[src/rtl/evt_gate_pkg.sv]
package evt_gate_pkg;
  // Width of the reset-class field at the bottom of the event vector.
  localparam int RESET_BYTE = 8;

  // Decision strobes from control to datapath, valid in the stepping cycle.
  typedef struct packed {
    logic selReset;
    logic selIrq;
  } gate_strobe_t;
endpackage

[src/rtl/evt_prio_enc.sv]
module evt_prio_enc #(
  parameter int WIDTH = 8,
  localparam int IDXW = (WIDTH > 1) ? $clog2(WIDTH) : 1
) (
  input  logic [WIDTH-1:0] vec,
  output logic             any,
  output logic [IDXW-1:0]  idx
);
  // Lowest set index wins.
  always_comb begin
    idx = '0;
    for (int i = WIDTH - 1; i >= 0; i--) begin
      if (vec[i]) idx = IDXW'(i);
    end
  end

  assign any = |vec;
endmodule

[src/rtl/evt_gate_datapath.sv]
module evt_gate_datapath
  import evt_gate_pkg::*;
#(
  parameter int NUM_IRQ = 8,
  localparam int EVW = RESET_BYTE + NUM_IRQ,
  localparam int CW = $clog2(EVW),
  localparam int RIW = $clog2(RESET_BYTE),
  localparam int IIW = (NUM_IRQ > 1) ? $clog2(NUM_IRQ) : 1
) (
  input  logic               clk,
  input  logic               rst,
  input  logic [EVW-1:0]     eventVec,
  input  logic [NUM_IRQ-1:0] intMask,
  input  gate_strobe_t       strobes,
  output logic               resetAny,
  output logic               irqAny,
  output logic [CW-1:0]      causeIdx
);
  logic [RESET_BYTE-1:0] resetField;
  logic [NUM_IRQ-1:0]    irqLive;
  logic [RIW-1:0]        resetWin;
  logic [IIW-1:0]        irqWin;
  logic [CW-1:0]         causeNext;

  assign resetField = eventVec[RESET_BYTE-1:0];
  assign irqLive    = eventVec[EVW-1:RESET_BYTE] & intMask;

  evt_prio_enc #(.WIDTH(RESET_BYTE)) uResetEnc (
    .vec(resetField),
    .any(resetAny),
    .idx(resetWin)
  );

  evt_prio_enc #(.WIDTH(NUM_IRQ)) uIrqEnc (
    .vec(irqLive),
    .any(irqAny),
    .idx(irqWin)
  );

  always_comb begin
    if (strobes.selReset)    causeNext = CW'(resetWin);
    else if (strobes.selIrq) causeNext = CW'(RESET_BYTE) + CW'(irqWin);
    else                     causeNext = '0;
  end

  always_ff @(posedge clk) begin
    if (rst) causeIdx <= '0;
    else     causeIdx <= causeNext;
  end
endmodule

[src/rtl/evt_gate_control.sv]
module evt_gate_control
  import evt_gate_pkg::*;
(
  input  logic         clk,
  input  logic         rst,
  input  logic         pipeStep,
  input  logic         resetAny,
  input  logic         irqAny,
  input  logic         intEnable,
  input  logic         excLevel,
  input  logic         errLevel,
  output gate_strobe_t strobes,
  output logic         takeReset,
  output logic         takeIrq
);
  logic holdOff;
  logic irqAllowed;
  logic levelSeen;

  assign levelSeen  = excLevel | errLevel;
  assign irqAllowed = intEnable & ~levelSeen & ~holdOff;

  always_comb begin
    strobes.selReset = pipeStep & resetAny & ~takeReset;
    strobes.selIrq   = pipeStep & ~resetAny & irqAny & irqAllowed;
  end

  always_ff @(posedge clk) begin
    if (rst) begin
      takeReset <= 1'b0;
      takeIrq   <= 1'b0;
      holdOff   <= 1'b0;
    end else begin
      takeReset <= strobes.selReset;
      takeIrq   <= strobes.selIrq;
      if (strobes.selReset || strobes.selIrq) holdOff <= 1'b1;
      else if (levelSeen)                      holdOff <= 1'b0;
    end
  end
endmodule

[src/rtl/evt_gate.sv]
module evt_gate
  import evt_gate_pkg::*;
#(
  parameter int NUM_IRQ = 8,
  localparam int EVW = RESET_BYTE + NUM_IRQ,
  localparam int CW = $clog2(EVW)
) (
  input  logic               clk,
  input  logic               rst,
  input  logic               pipeStep,
  input  logic [EVW-1:0]     eventVec,
  input  logic               intEnable,
  input  logic               excLevel,
  input  logic               errLevel,
  input  logic [NUM_IRQ-1:0] intMask,
  output logic               takeReset,
  output logic               takeIrq,
  output logic [CW-1:0]      causeIdx
);
  gate_strobe_t strobes;
  logic resetAny;
  logic irqAny;

  evt_gate_control uCtrl (
    .clk(clk),
    .rst(rst),
    .pipeStep(pipeStep),
    .resetAny(resetAny),
    .irqAny(irqAny),
    .intEnable(intEnable),
    .excLevel(excLevel),
    .errLevel(errLevel),
    .strobes(strobes),
    .takeReset(takeReset),
    .takeIrq(takeIrq)
  );

  evt_gate_datapath #(.NUM_IRQ(NUM_IRQ)) uData (
    .clk(clk),
    .rst(rst),
    .eventVec(eventVec),
    .intMask(intMask),
    .strobes(strobes),
    .resetAny(resetAny),
    .irqAny(irqAny),
    .causeIdx(causeIdx)
  );
endmodule

[config.mk]
export PLATFORM = sky130hd
export DESIGN_NAME = evt_gate
export DESIGN_NICKNAME = d
export VERILOG_FILES = /design/src/rtl/evt_gate_pkg.sv /design/src/rtl/evt_prio_enc.sv /design/src/rtl/evt_gate_datapath.sv /design/src/rtl/evt_gate_control.sv /design/src/rtl/evt_gate.sv
export SDC_FILE = /design/constraint.sdc
export NUM_CORES = 1
export LEC_CHECK = 0
export BUFFER_PORTS_ARGS = -buffer_cell sky130_fd_sc_hd__buf_2
export CAP_MARGIN = 30
export CELL_PAD_IN_SITES_DETAIL_PLACEMENT = 0
export CELL_PAD_IN_SITES_GLOBAL_PLACEMENT = 1
export CORE_UTILIZATION = 24
export DETAILED_ROUTE_END_ITERATION = 6
export GPL_TIMING_DRIVEN = 0
export PLACE_DENSITY_LB_ADDON = 0.12
export SLEW_MARGIN = 20
export SYNTH_ARGS = -nofsm -noshare
export SYNTH_HDL_FRONTEND = slang
export SYNTH_SLANG_ARGS = --single-unit
[constraint.sdc]
create_clock -name clk -period 1.8 [get_ports clk]
set_input_delay 0.27 -clock clk [delete_from_list [all_inputs] [get_ports clk]]
set_output_delay 0.27 -clock clk [all_outputs]
set_load 0.005 [all_outputs]
==> impl_metrics.yaml <==
route:
  routedWlPerCell_um: 10.0
  dr.pass1.iters: 4
  ant_nets: 0
  drt_iter0_drc: 18
  via_count: 549
  routed_via_density: 4.69
  routed_wl_um: 1170
  drc: 0
cts:
  cts_buffer_depth: 2
  cts_root_buffer: "clkbuf_4"
  cts_repair_resize_count: 0
  path_clk_slew_ps: 60
  numClockSinks: 7
  cts_setup_buffers: 0
  clock_latency_ps: 250
  cts_hold_buf: 0
  htreeDepth: 1
  cts_tree: "done"
  cts_inserted_buffers: 3
synthesis:
  yosys_warnings: 0
  synthTopCellsByArea: "dfxtp_1, a22oi_1, nand2_1, o211ai_4, a32o_1"
  mappedNetlistArea_um2: 449
  synth.distinct_cells: 28
  yosys.area.top_type: "dfxtp_1"
  ys_ff_latch: 7
  synth_edf_count: 0
  async_reset_ff_share_pct: 0
  syn-num-nets: 83
  synth_cells: 53
  syn_avg_cell_area_um2: 8.48
  synth_top_area_share_pct: 31.2
  synth_sequential_area_ratio_pct: 31.2
  synthFlopType: "dfxtp_1"
placed_design:
  port_buffers: 35
  pre_cts_ws_ps: 191
  gp_congestion: 0.727
  hpwl_um: 1010
pwr:
  peakVddDrop_mv: 0.170
  p_leak_nw: 0.345
  power.density_mw_per_mm2: 581
finish:
  n_fill_cell: 199
  regArea_um2: 140
  antenna_cells: 0
  syn2layout_area_growth_pct: 51.8
  final_common_cell: "buf_2"
  fin_nets: 123
  multiInputGateArea_um2: 290
  drive_gt1_share_pct: 46.7
  final_cell_mix: "buf_2, dfxtp_1, nand2_1"
sta:
  finalHoldViolCount: 0
  rsz0062_at_grt: "false"
  final-setup-viol-count: 0
  worst_pin_slew_ps: 300
  fmax_ghz: 0.704
  min_period_ps: 1420
  timing.setup.tns_ps: 0
  worst_slack_ps: 380
  fin_crit_sh_pct: 78.9
  relSlewSlack_pct: 79.8
  slew_viol_final: 0
  skew_ps: 6.02
global_routing:
  antenna_found_initial: 0
  grt_start_max_net_pins: 6
  grt_use_total_pct: 11.8
  grt_pass1_wl_um: 1730
  grt_pass1_vias: 447
  overflow: 0
setup_path:
  start_kind: "flop"
  required_ps: 1990
  worst_setup_path_end_kind: "flop"
  r2r_slack_ps: 380
  slowest_stage: "or4b_1"
  cp_max_fo: 4
  crit_buf_inv: 0
  crit_path_cell_trace: "or4b_1 -> or3b_1 -> o21ai_1"
  worst-endpoint-arrival_ps: 1610
  critPathKind: "reg2reg"
  crit_family: "simple AND/OR/NAND/NOR gates"
  max_stage_delay_ps: 580
floorplanning:
  ios: 36
  die_y_um: 45.3
  core_area_mm2: 0.00175
  initial_core_util_pct: 25.7
  dieArea_mm2: 0.00205
  die_x_um: 45.3
  num_rows: 15
worst_hold_path:
  min_path_type: "in2reg"
flow_run:
  cap_violations: 0
status:
  outcome: "finished clean"
## stage by stage
stage               util (%)  power (mW)  hold slack (ps)  cells  area, µm²
finish                  39.1       0.396              230    117        682
floorplan                  -       0.203              339     53        449
CTS                     39.1       0.398              232    117        682
global placement        37.6       0.254              462    113        656
global route            39.1       0.414              242    117        682
detailed placement      37.6       0.255              469    113        656
## state kept, by name, summed over array words and instances, names as in the netlist
register         flops
uCtrl.takeIrq        1
uCtrl.takeReset      1
uData.causeIdx       4
uCtrl.holdOff        1
## cells by family (layout without fill, tap and decap cells)
family	after synthesis	count (layout)	share of synthesized area [%]
simple gates	22	22	30.4
compound gates	19	19	34.3
flops	7	7	31.2
buf+inv	5	44	4.18
## cell type report
class | count | area share [%]
flip-flops and latches | 7 | 20.6
multi-input cells | 41 | 42.6
well taps | 25 | 4.59
repair buffers | 35 | 25.7
inverters | 5 | 2.75
clock buffers | 4 | 3.85
## cells in the mapped netlist, drive strengths merged, types with 2 or more instances
cell   n
inv    5
nor3   2
nand2  6
a22oi  4
o21ai  4
dfxtp  7
a21oi  2
nor2   3
or3b   2
a32o   2
## power by group
group	switching, mW	internal [mW]
sequential	0.00194	0.159
clock	0.0603	0.0848
combinational	0.0432	0.0466
## per-layer routing
metal	vias up	part of all wire [%]	GRT usage (%)
met5	-	0	0
met4	0	0	7.27
met3	0	7.5	1.60
met2	27	47	18.6
met1	234	45	15.3
li1	288	-	-
## path summary, 6_finish.rpt
check | startpoint | endpoint | depth (start not counted)
min reg2reg | uCtrl.takeReset$_SDFF_PP0_ | uCtrl.takeReset$_SDFF_PP0_ | 1
max reg2reg | uCtrl.takeReset$_SDFF_PP0_ | uData.causeIdx[2]$_SDFF_PP0_ | 3
min | rst | uCtrl.holdOff$_SDFFE_PP0P_ | 2
max | uCtrl.takeReset$_SDFF_PP0_ | uData.causeIdx[2]$_SDFF_PP0_ | 3
No activity file was read; power rests on OpenSTA's default activity.
